$ cat config.mk
export PLATFORM = sky130hd
export DESIGN_NAME = dram_ctrl
export DESIGN_NICKNAME = d
export VERILOG_FILES = /design/src/rtl/dram_pkg.sv /design/src/rtl/dram_addr_split.sv /design/src/rtl/dram_ref_timer.sv /design/src/rtl/dram_strobe_map.sv /design/src/rtl/dram_ctrl.sv
export SDC_FILE = /design/constraint.sdc
export NUM_CORES = 1
export LEC_CHECK = 0
export CAP_MARGIN = 25
export CELL_PAD_IN_SITES_DETAIL_PLACEMENT = 0
export CELL_PAD_IN_SITES_GLOBAL_PLACEMENT = 1
export CORE_ASPECT_RATIO = 1.5
export CORE_MARGIN = 2
export CORE_UTILIZATION = 39
export CTS_CLUSTER_DIAMETER = 100
export CTS_CLUSTER_SIZE = 12
export DETAILED_ROUTE_END_ITERATION = 6
export PLACE_DENSITY_LB_ADDON = 0.1
export SLEW_MARGIN = 20
export SYNTH_ARGS = -nofsm -noshare
export SYNTH_HDL_FRONTEND = slang
export SYNTH_SLANG_ARGS = --single-unit
$ cat constraint.sdc
create_clock -name clk -period 2.9 [get_ports clk]
set_clock_uncertainty 0.15 [all_clocks]
set_input_delay 0.58 -clock clk [delete_from_list [all_inputs] [get_ports clk]]
set_output_delay 0.58 -clock clk [all_outputs]
set_load 0.01 [all_outputs]
$ cat src/rtl/dram_pkg.sv
package dram_pkg;
    localparam int NB = 2;

    typedef enum logic [3:0] {
        ST_IDLE, ST_PRE, ST_RAS, ST_RAS_W, ST_COL, ST_CAS, ST_CAS_W, ST_ACK,
        ST_R_CLOSE, ST_R_CAS, ST_R_RAS, ST_SELF, ST_R_END
    } st_e;

    function automatic int unsigned col_width(input logic [1:0] sel);
        return (sel == 2'd3) ? 12 : (8 + int'(sel));
    endfunction
endpackage

$ cat src/rtl/dram_addr_split.sv
module dram_addr_split #(
    parameter int OFF_W = 21,
    parameter int MA_W  = 12
) (
    input  logic [OFF_W-1:0] off,
    input  logic [1:0]       col_sel,
    output logic [MA_W-1:0]  row,
    output logic [MA_W-1:0]  col
);
    logic [OFF_W-1:0] mask;
    always_comb begin
        mask = (OFF_W'(1) << dram_pkg::col_width(col_sel)) - OFF_W'(1);
        col  = MA_W'(off & mask);
        row  = MA_W'(off >> dram_pkg::col_width(col_sel));
    end
endmodule

$ cat src/rtl/dram_ref_timer.sv
module dram_ref_timer #(
    parameter int DIV = 4,
    parameter int IW  = 6
) (
    input  logic          clk,
    input  logic          rst_n,
    input  logic [IW-1:0] interval,
    input  logic          take,
    output logic          pend
);
    localparam int PW = $clog2(DIV + 1);
    logic [PW-1:0] presc;
    logic [IW-1:0] cnt;

    always_ff @(posedge clk or negedge rst_n) begin
        if (!rst_n) begin
            presc <= '0;
            cnt   <= '0;
            pend  <= 1'b0;
        end else begin
            if (take) pend <= 1'b0;
            if (interval == '0) begin
                presc <= '0;
                cnt   <= '0;
            end else if (presc == PW'(DIV - 1)) begin
                presc <= '0;
                if (({1'b0, cnt} + 1'b1) >= {1'b0, interval}) begin
                    cnt  <= '0;
                    pend <= 1'b1;
                end else begin
                    cnt <= cnt + 1'b1;
                end
            end else begin
                presc <= presc + 1'b1;
            end
        end
    end
endmodule

$ cat src/rtl/dram_strobe_map.sv
module dram_strobe_map (
    input  logic                      cas_phase,
    input  logic                      ref_all,
    input  logic                      bank,
    input  logic                      wr,
    input  logic [1:0]                be,
    input  logic                      two_we,
    output logic [2*dram_pkg::NB-1:0] cas_n,
    output logic [1:0]                we_n
);
    logic [1:0] lanes;
    logic [1:0] we_l;

    always_comb begin
        lanes = 2'b00;
        we_l  = 2'b00;
        if (cas_phase) begin
            if (!wr) begin
                lanes = 2'b11;
            end else if (two_we) begin
                lanes = 2'b11;
                we_l  = be;
            end else begin
                lanes = be;
                we_l  = 2'b11;
            end
        end
    end

    for (genvar g = 0; g < dram_pkg::NB; g++) begin : g_bank
        assign cas_n[2*g +: 2] = ref_all ? 2'b00 :
                                 ((int'(bank) == g) ? ~lanes : 2'b11);
    end
    assign we_n = ~we_l;
endmodule

$ cat src/rtl/dram_ctrl.sv
module dram_ctrl #(
    parameter int ADDR_W  = 22,
    parameter int MA_W    = 12,
    parameter int DW      = 16,
    parameter int REF_DIV = 4,
    parameter int IW      = 6
) (
    input  logic                      clk,
    input  logic                      rst_n,
    input  logic                      req,
    input  logic                      req_we,
    input  logic [ADDR_W-1:0]         req_addr,
    input  logic [1:0]                req_be,
    input  logic [DW-1:0]             req_wdata,
    output logic                      ack,
    output logic [DW-1:0]             rdata,
    input  logic [dram_pkg::NB-1:0]   cfg_page,
    input  logic                      cfg_ras_wait,
    input  logic                      cfg_cas_wait,
    input  logic [1:0]                cfg_col_sel,
    input  logic                      cfg_two_we,
    input  logic [IW-1:0]             cfg_ref_interval,
    input  logic                      cfg_self_ref,
    output logic [dram_pkg::NB-1:0]   ras_n,
    output logic [2*dram_pkg::NB-1:0] cas_n,
    output logic [1:0]                we_n,
    output logic                      oe_n,
    output logic [MA_W-1:0]           dram_addr,
    output logic [DW-1:0]             dq_out,
    output logic                      dq_oe,
    input  logic [DW-1:0]             dq_in
);
    import dram_pkg::*;
    localparam int OFF_W = ADDR_W - 1;

    st_e st, st_nx;
    logic              l_bank, l_we;
    logic [1:0]        l_be;
    logic [DW-1:0]     l_wd;
    logic [OFF_W-1:0]  l_off;
    logic [MA_W-1:0]   l_row, l_col, req_row, req_col_unused;
    logic [NB-1:0]     ras_act;
    logic [MA_W-1:0]   open_row [NB];
    logic              req_bank, page_hit, ref_pend;
    logic              cas_phase, ref_cas, ref_ras;

    assign req_bank = req_addr[ADDR_W-1];

    dram_addr_split #(.OFF_W(OFF_W), .MA_W(MA_W)) u_req_split (
        .off(req_addr[OFF_W-1:0]), .col_sel(cfg_col_sel),
        .row(req_row), .col(req_col_unused));
    dram_addr_split #(.OFF_W(OFF_W), .MA_W(MA_W)) u_cur_split (
        .off(l_off), .col_sel(cfg_col_sel), .row(l_row), .col(l_col));
    dram_ref_timer #(.DIV(REF_DIV), .IW(IW)) u_timer (
        .clk(clk), .rst_n(rst_n), .interval(cfg_ref_interval),
        .take(st == ST_R_CAS), .pend(ref_pend));

    assign page_hit = cfg_page[req_bank] && ras_act[req_bank] &&
                      (open_row[req_bank] == req_row);

    // state register
    always_ff @(posedge clk or negedge rst_n) begin
        if (!rst_n) st <= ST_IDLE;
        else        st <= st_nx;
    end

    // next state
    always_comb begin
        st_nx = st;
        unique case (st)
            ST_IDLE: begin
                if (cfg_self_ref || ref_pend) st_nx = (|ras_act) ? ST_R_CLOSE : ST_R_CAS;
                else if (req)                 st_nx = page_hit ? ST_CAS : ST_PRE;
            end
            ST_PRE:     st_nx = ST_RAS;
            ST_RAS:     st_nx = cfg_ras_wait ? ST_RAS_W : ST_COL;
            ST_RAS_W:   st_nx = ST_COL;
            ST_COL:     st_nx = ST_CAS;
            ST_CAS:     st_nx = cfg_cas_wait ? ST_CAS_W : ST_ACK;
            ST_CAS_W:   st_nx = ST_ACK;
            ST_ACK:     st_nx = ST_IDLE;
            ST_R_CLOSE: st_nx = ST_R_CAS;
            ST_R_CAS:   st_nx = ST_R_RAS;
            ST_R_RAS:   st_nx = cfg_self_ref ? ST_SELF : ST_R_END;
            ST_SELF:    st_nx = cfg_self_ref ? ST_SELF : ST_R_END;
            ST_R_END:   st_nx = ST_IDLE;
            default:    st_nx = ST_IDLE;
        endcase
    end

    // request capture, open-row tracking, read capture
    always_ff @(posedge clk or negedge rst_n) begin
        if (!rst_n) begin
            l_bank <= 1'b0; l_we <= 1'b0; l_be <= '0; l_wd <= '0; l_off <= '0;
            ras_act <= '0; rdata <= '0;
            for (int b = 0; b < NB; b++) open_row[b] <= '0;
        end else begin
            if (st == ST_IDLE && (st_nx == ST_PRE || st_nx == ST_CAS)) begin
                l_bank <= req_bank;
                l_we   <= req_we;
                l_be   <= req_be;
                l_wd   <= req_wdata;
                l_off  <= req_addr[OFF_W-1:0];
                if (st_nx == ST_PRE) ras_act[req_bank] <= 1'b0;
            end
            if (st == ST_IDLE && st_nx == ST_R_CLOSE) ras_act <= '0;
            if (st == ST_PRE) begin
                ras_act[l_bank]  <= 1'b1;
                open_row[l_bank] <= l_row;
            end
            if ((st == ST_CAS || st == ST_CAS_W) && st_nx == ST_ACK) begin
                if (!l_we) rdata <= dq_in;
                if (!cfg_page[l_bank]) ras_act[l_bank] <= 1'b0;
            end
        end
    end

    // outputs
    always_comb begin
        cas_phase = (st == ST_CAS) || (st == ST_CAS_W);
        ref_cas   = (st == ST_R_CAS) || (st == ST_R_RAS) || (st == ST_SELF);
        ref_ras   = (st == ST_R_RAS) || (st == ST_SELF);
        ack       = (st == ST_ACK);
        ras_n     = ~(ras_act | {NB{ref_ras}});
        oe_n      = ~(cas_phase && !l_we);
        dq_oe     = l_we && (cas_phase || st == ST_COL);
        dq_out    = l_wd;
        if (st == ST_PRE || st == ST_RAS || st == ST_RAS_W) dram_addr = l_row;
        else if (st == ST_COL || cas_phase)                 dram_addr = l_col;
        else                                                dram_addr = '0;
    end

    dram_strobe_map u_strobe (
        .cas_phase(cas_phase), .ref_all(ref_cas), .bank(l_bank), .wr(l_we),
        .be(l_be), .two_we(cfg_two_we), .cas_n(cas_n), .we_n(we_n));
endmodule

==> summary.md, run 1 <==
| Metric | Value |
|---|---|
| Final period utilization | a little over nine tenths |
| Switching part of the total | 34.7% |
| Layout overhead on the synthesized area | 40.3% |
| Final Instance Count excl. Fillers | roughly 750 |
| Power per cell area | ~960 mW/mm² |
| Syn nets | between 500 and 600 |
| Routability Congestion | around 0.82 |
| Synth unique cells | between 40 and 50 |
| Top delay family on crit path | buffers and inverters |
| Fillers | between 1000 and 1500 |
| Post-synthesis register bit count | 97 |
| Routed vias | around 4000 |
| Cell Area, Synth | between 0.005 and 0.006 mm² |
| Slew headroom | 60.4% |
| Maxcap violations | 0 |
| Gate Count Post-Synth | 430 |
| Sequential share of power | between 30% and 40% |
| Port Buffer Count | ~130 |
| Htree depth | 3 |
| Final Net Count | 666 |
| Post-synth top flop | dfrtp_1 |
| Global Route Usage Sum | 19.2% |
| CP Capture Type | output pin |
| M1 GR Usage | 24.1% |
| Post-route setup TNS | 0 ns |
| Outcome | complete, no violations |
| Slew Limit Fails | 0 |
| DP Cell Count | 730 |
| Clk root buf | clkbuf_16 |
| Worst stage delay on the critical path | around 0.5 ns |
| DR WL/cell | around 18 µm |
| Int Pwr | around 4.5 mW |
| Drt drc | 0 |
| Worst path bufs/invs | 2 |
| Post-Route WL | 13300 µm |
| Worst Path Required | 2.17 ns |
| TritonRoute pass-1 iters | 4 |
| GRT met2 Usage | between 30 and 40% |
| VDD IR max | around 0.00044 V |
| Final setup vio count | 0 |
| Crit path arrival time | between 2 and 2.5 ns |
| Share of cells above drive strength 1 | 25.8% |
| TritonCTS Sinks | between 90 and 100 |
| Hold-fix buffers at CTS | 0 |
| Vias in the first global route | 4136 |
| Crit start category | register |
| Die ar. | 0.0141 mm² |
| Final ANT Viol Nets | 0 |
| FP Rows | slightly above 50 |
| CTS clk-pin slew, worst paths | ~0.07 ns |
| HP Class | in2async |
| First-pass GRT wire length | around 21000 µm |
| Peak Freq | 356 MHz |
| Crit path cell chain | nand2b_1 > buf_4 > or3_1 > clkdlybuf4s50_1 |
| Post-synthesis sequential area ratio | 47.3% |
| Gr busiest metal | met2 |
| Final Hold Viols | 0 |
| Inserted Diodes | 0 |
| Initial Utilization | between 30 and 40% |
| Post-DP HPWL | around 10000 µm |
| Clk pwr share | between 10% and 20% |
| Highest-delay cell along the critical path | clkdlybuf4s50_1 |
| Slew @ Worst Pin | about 0.59 ns |
| Die height | roughly 140 µm |
| Num ports | about 130 |
| Cts bufs inserted | 9 |
| Core footprint | ~0.013 mm² |
| Pin count of the biggest net entering global routing | between 60 and 70 |
| Iter 0 DRT Violations | about 120 |
| NetSw | approximately 2.4 mW |
| Die Width | roughly 98 µm |
| RSZ-0062 raised after global routing | false |
| Clk Latency, worst-skew pair | around 0.34 ns |
| Post-DR vias/cell | 5.32 |
| Tmin final | ~2.8 ns |
| Clk buf depth | 2 |
| Ys async rst share | 100% |
| Leak | around 3.3 nW |
| Syn_area_per_cell | around 12 µm² |
| Initial antenna violation count | 0 |
| Yosys Warn Count | 0 |
| GR Util met3 | under 10% |
| Number of enable flip-flop cells after synthesis | 0 |
| CTS tree | built |
| CP Class | reg2out |
| Crit Path Max Fanout | 6 |
| Comb power frac | between 40% and 50% |
| Total grt overflow | 0 |
-- cell families (layout without fill, tap and decap cells) --
| logic type | Yosys count | in the layout | share of synthesized area [%] |
|---|---|---|---|
| AND/OR/NAND/NOR | 94 | 94 | 9.21 |
| XOR/XNOR | 17 | 17 | 2.90 |
| flip-flops | 97 | 97 | 47.3 |
| multiplexers | 101 | 101 | 25.8 |
| AO/OA/AOI/OAI | 77 | 77 | 9.85 |
| adder cells (fa/ha/maj) | 8 | 8 | 1.95 |
| buffers and inverters | 36 | 195 | 3.02 |
-- synth_stat cells, types with 8 or more instances --
library cell / number / area, µm²
dfrtp_1: 97 / 2430
mux2_4: 10 / 150
inv_1: 14 / 52.6
buf_2: 10 / 50.1
mux2_2: 60 / 676
mux2i_1: 16 / 160
nor2_1: 21 / 78.8
ha_1: 8 / 100
clkbuf_1: 9 / 33.8
nand2_1: 28 / 105
xnor2_1: 15 / 131
mux4_2: 15 / 338
a21oi_1: 19 / 95.1
o21ai_0: 25 / 125
-- through the flow --
stage | total power, mW | instance area [µm²] | hold slack (ns) | setup slack, ns | utilization (%)
finish | 6.94 | 7200 | 0.0225 | 0.0920 | 55.9
global route | 7.39 | 7200 | 0.0454 | 0.0167 | 55.9
CTS | 7.02 | 7180 | 0.0320 | 0.0244 | 55.7
detailed placement | 5.73 | 6810 | 0.283 | -0.368 | 52.9
global placement | 5.64 | 6810 | 0.281 | -0.342 | 52.9
floorplan | 4.19 | 5130 | 0.134 | 0.0421 | -
-- layer usage --
metal  wire (µm)  up-vias
li1            -     1882
met3         458       12
met1        5660     1992
met4         192        0
met5           0        -
met2        7020       97
-- registers in the layout, indices dropped and copies added (netlist names) --
register / cells
l_be: 2
u_timer.presc: 3
u_timer.cnt: 6
rdata: 16
ras_act: 2
st: 4
l_off: 21
dq_out: 16
u_timer.pend: 1
l_we: 1
open_row: 24
l_bank: 1
-- worst paths after layout --
| path | cells past startpoint | start | end | slack [ns] |
|---|---|---|---|---|
| hold / removal | 1 | rst_n | l_off[4]$_DFFE_PN0N_ | 0.02 |
| hold reg to reg | 1 | u_timer.presc[0]$_DFF_PN0_ | u_timer.presc[0]$_DFF_PN0_ | 0.29 |
| setup / recovery | 4 | st[3]$_DFF_PN0_ | oe_n | 0.09 |
| setup reg to reg | 6 | st[3]$_DFF_PN0_ | rdata[5]$_DFFE_PN0P_ | 0.44 |
| max in group asynchronous | 2 | rst_n | st[1]$_DFF_PN0_ | 1.83 |
| min in group clk | 1 | u_timer.presc[0]$_DFF_PN0_ | u_timer.presc[0]$_DFF_PN0_ | 0.29 |
-- worst reg2reg max path: cells and delay by family (launching register included) --
kind,cells,cell delay [ns]
AND/OR/NAND/NOR,2,0.77
flip-flops,1,0.46
multiplexers,1,0.41
AO/OA/AOI/OAI,2,0.37
buffers and inverters,1,0.19
-- power groups by stage --
stage | logic [mW] | registers (mW) | clock network (mW)
final | 3.29 | 2.41 | 1.24
after global routing | 3.58 | 2.49 | 1.32
after CTS | 3.34 | 2.41 | 1.27
after detailed placement | 3.31 | 2.43 | 0
after global placement | 3.25 | 2.40 | 0
after floorplan | 1.81 | 2.38 | 0
-- final cells by class --
cell class              instances  area (µm²)  area share [%]
inverters                      14        52.6           0.730
clock buffers                  11         243            3.37
well taps                     159         199            2.76
repair buffers                165        1630            22.6
flip-flops and latches         97        2430            33.7
clock inverters                 5        62.6           0.869
multi-input cells             297        2590            35.9
-- repair_timing --
| item | in CTS | in global routing |
|---|---|---|
| gates resized for setup | 27 | 7 |
| gates cloned | 1 | 0 |
| pin swaps | 1 | 0 |
| endpoints found under the hold margin | 0 | 0 |
| setup endpoints to repair | 16 | 7 |
| buffers inserted | 1 | 0 |
-- placed cells by master, fill, tap and decap left out, types with 6 or more instances in the layout --
cell / count
a21oi_1: 19
mux2_4: 10
inv_1: 14
nand2_1: 28
buf_4: 32
nand3_1: 6
mux4_2: 15
clkdlybuf4s50_1: 109
o21ai_0: 23
xnor2_1: 14
ha_1: 8
clkbuf_16: 9
a22o_1: 6
dlygate4sd2_1: 11
mux2i_1: 16
mux2_2: 60
dfrtp_1: 96
nor2_1: 19
No activity file was read; power rests on OpenSTA's default activity.
==> run 2: changes to the inputs <==
Settings changed: CAP_MARGIN 25 to not set.
==> results of run 2 <==
The final DEF is identical to that of run 1; final timing and power are the same.
==> run 3: changes to the inputs <==
Settings changed: ABC_CLOCK_PERIOD_IN_PS set to 2900, CORE_MARGIN 2 to not set, CORE_UTILIZATION 39 to 41, SYNTH_HIERARCHICAL set to 1.
==> run 3 against run 2 <==
Compared with the run above: wire length grew 4.2%; die area is 0.68% lower; first-iteration DRC count fell by 15%; non-clock buffer count decreased by 2; clock power about the same; worst setup slack got worse by 0.035 ns; sequential share of layout area decreased by 1.0 points; cell area grew 3.2%; maximum frequency down 1.2%; sequential power increased by 5%.
==> summary.md, run 3 <==
| Metric | Value |
|---|---|
| Outcome | complete, no violations |
| TritonCTS Sinks | 97 (unchanged) |
| Crit Path Max Fanout | 3 (-3) |
| FP Rows | 51 (unchanged) |
| Routed vias | 3966 (-0.43%) |
| CP endpoint | cas_n[0] |
| Most frequent cells in the layout | 110 x clkdlybuf4s50_1, 95 x dfrtp_1, 70 x mux2_2 |
| Max reg flops | 24 (unchanged) |
| Clk buf depth | 2 (unchanged) |
| Final period utilization | 98.0% (+1.2 points) |
| Global Route Usage Sum | 20.4% (+1.2 points) |
| Worst Path Required | 2.17 ns (about the same) |
| Leak | 3.27 nW (about the same) |
| Crit path arrival time | 2.11 ns (+0.03 ns) |
| Pin count of the biggest net entering global routing | 71 (+6.0%) |
| Core footprint | 0.0131 mm² (+1.5%) |
| Slew Limit Fails | 0 (unchanged) |
| CTS clk-pin slew, worst paths | 0.07 ns (about the same) |
| Syn_area_per_cell | 13.1 µm² (+9.7%) |
| DP Cell Count | 705 (-3.4%) |
| Top delay family on crit path | buffers and inverters |
| Power per cell area | 971 mW/mm² (+0.82%) |
| Commonest non-fill, non-tap cell in the layout | clkdlybuf4s50_1 |
| Num ports | 129 (unchanged) |
| Multi-input logic area | 0.00281 mm² (+8.6%) |
| Crit start category | primary input |
| Crit. Startpoint | cfg_two_we |
| Register Area | 0.00243 mm² (about the same) |
| Post-DP HPWL | 10100 µm (+0.97%) |
| Share of cells above drive strength 1 | 29.6% (+3.8 points) |
| Final ANT Viol Nets | 0 (unchanged) |
| Layout overhead on the synthesized area | 33.9% |
| Die height | 145 µm (unchanged) |
| TritonRoute pass-1 iters | 4 (unchanged) |
| Peak Freq | 352 MHz (-1.2%) |
| Total grt overflow | 0 (unchanged) |
| Cell Area, Synth | 0.00555 mm² (+8.1%) |
| HP Class | in2async |
| Clk Latency, worst-skew pair | 0.34 ns (about the same) |
| CP Capture Type | output pin |
| Finished Core Util | 56.8% (+0.95 points) |
| VDD IR max | 0.000416 V (-5.4%) |
| Tmin final | 2.84 ns (+0.0352 ns) |
| Final Instance Count excl. Fillers | 730 (-2.4%) |
| Die Width | 97.0 µm (-0.68%) |
| Slew @ Worst Pin | 0.577 ns (-0.0153 ns) |
| CTS tree | built |
| Vias in the first global route | 4244 (+2.6%) |
| Cts bufs inserted | 9 (unchanged) |
| Biggest regs | open_row: 24 flops, l_off: 21 flops |
| Die ar. | 0.0140 mm² (-0.68%) |
| Iter 0 DRT Violations | 104 (-15%) |
| Post-DR vias/cell | 5.43 (+2.0%) |
| Initial Utilization | 42.4% (+2.6 points) |
| Gate Count Post-Synth | 424 (-1.4%) |
| Post-Route WL | 13900 µm (+4.2%) |
| Final Net Count | 648 (-2.7%) |
| Htree depth | 3 (unchanged) |
| Final Hold Viols | 0 (unchanged) |
| Worst reg2reg path depth | 8 (+2) |
| Maxcap violations | 0 (unchanged) |
| Total Power | 7.22 mW (+4.1%) |
| Port Buffer Count | 128 (unchanged) |
| Inserted Diodes | 0 (unchanged) |
| Slew headroom | 61.5% (+1.1 points) |
| Critical R2R Launch | u_timer/cnt[0]$_DFFE_PN0P_ |
| Reg-to-reg endpoint | u_timer/pend$_DFF_PN0_ |
| Crit path cell chain | clkdlybuf4s50_1 > or3b_1 > a21oi_1 > clkdlybuf4s50_1 |
| RSZ-0062 raised after global routing | true |
| Fillers | 1163 (+1.1%) |
| Worst stage delay on the critical path | 0.55 ns (+0.04 ns) |
| Reg2Reg Setup Slack | 0.51 ns (+0.07 ns) |
| Most frequent CP cell | clkdlybuf4s50_1 |
| Routability Congestion | 0.800 (-2.0%) |
| Yosys Warn Count | 6 (+6) |
| DR WL/cell | 19.0 µm (+6.7%) |
| Most flop-heavy register | open_row |
| Final setup vio count | 0 (unchanged) |
| Clk root buf | clkbuf_16 |
| First-pass GRT wire length | 22400 µm (+4.0%) |
| Drt drc | 0 (unchanged) |
| Syn nets | 506 (-1.2%) |
| Highest-delay cell along the critical path | clkdlybuf4s50_1 |
| CP Class | in2out |
| Initial antenna violation count | 0 (unchanged) |
| CP Depth | 4 (unchanged) |
| Worst path bufs/invs | 2 (unchanged) |
[run 3: cell count changes in the layout (fill, tap and decap cells not counted), moves of 4 or more]
cell / before / now
a21oi_1: 19 / 10
a22o_1: 6 / 13
a32o_1: 5 / 1
buf_4: 32 / 28
clkdlybuf4s15_1: 0 / 4
mux2_2: 60 / 70
mux4_1: 0 / 8
mux4_2: 15 / 10
nand2_1: 28 / 16
nand3b_1: 4 / 0
nor2_1: 19 / 15
o21ai_0: 23 / 8
o2bb2ai_1: 0 / 4
[run 3: worst min-delay path by stage]
stage,start,end,cells after the start
finish,rst_n,st[1]$_DFF_PN0_,1
global route,rst_n,st[1]$_DFF_PN0_,1
CTS,rst_n,st[1]$_DFF_PN0_,1
detailed placement,u_timer/presc[0]$_DFF_PN0_,u_timer/presc[0]$_DFF_PN0_,1
global placement,u_timer/presc[0]$_DFF_PN0_,u_timer/presc[0]$_DFF_PN0_,1
floorplan,rst_n,dq_out[0]$_DFFE_PN0N_,0
[run 3: layout make-up]
cell class | instances | share of cell area, %
clock buffers | 9 | 3.03
clock inverters | 7 | 1.16
inverters | 15 | 0.757
multi-input cells | 280 | 37.8
flip-flops and latches | 97 | 32.7
well taps | 159 | 2.68
repair buffers | 163 | 21.9
[run 3: timing repair]
item,in CTS,in global routing
endpoints found under the hold margin,0,0
gates cloned,1,0
hold buffers,0,0
gates resized for setup,32,4
pin swaps,0,0
setup buffers,8,0
setup endpoints to repair,17,6
[run 3: per-layer routing]
| metal | part of all wire [%] | GRT usage, % |
|---|---|---|
| met2 | 53 | 37.4 |
| met1 | 41 | 24.4 |
| met4 | 1.6 | 5.89 |
| met5 | 0 | 0 |
| met3 | 3.8 | 3.82 |
[run 3: per-stage QoR]
stage / hold WS [ns] / TNS [ns] / area [µm²] / worst slack, ns
after detailed placement: 0.275 / -5.40 / 7040 / -0.428
after floorplan: 0.134 / 0 / 5550 / 0.609
after global placement: 0.272 / -5.22 / 7040 / -0.413
after CTS: 0.0102 / 0 / 7420 / 0.000391
after global routing: 0.0278 / -0.00319 / 7430 / -0.00319
final: 0.00294 / 0 / 7430 / 0.0568
[run 3: where the power goes]
part	internal [mW]	switching, mW
registers	2.00	0.521
clock network	0.689	0.568
logic	1.99	1.45
total	4.68	2.54
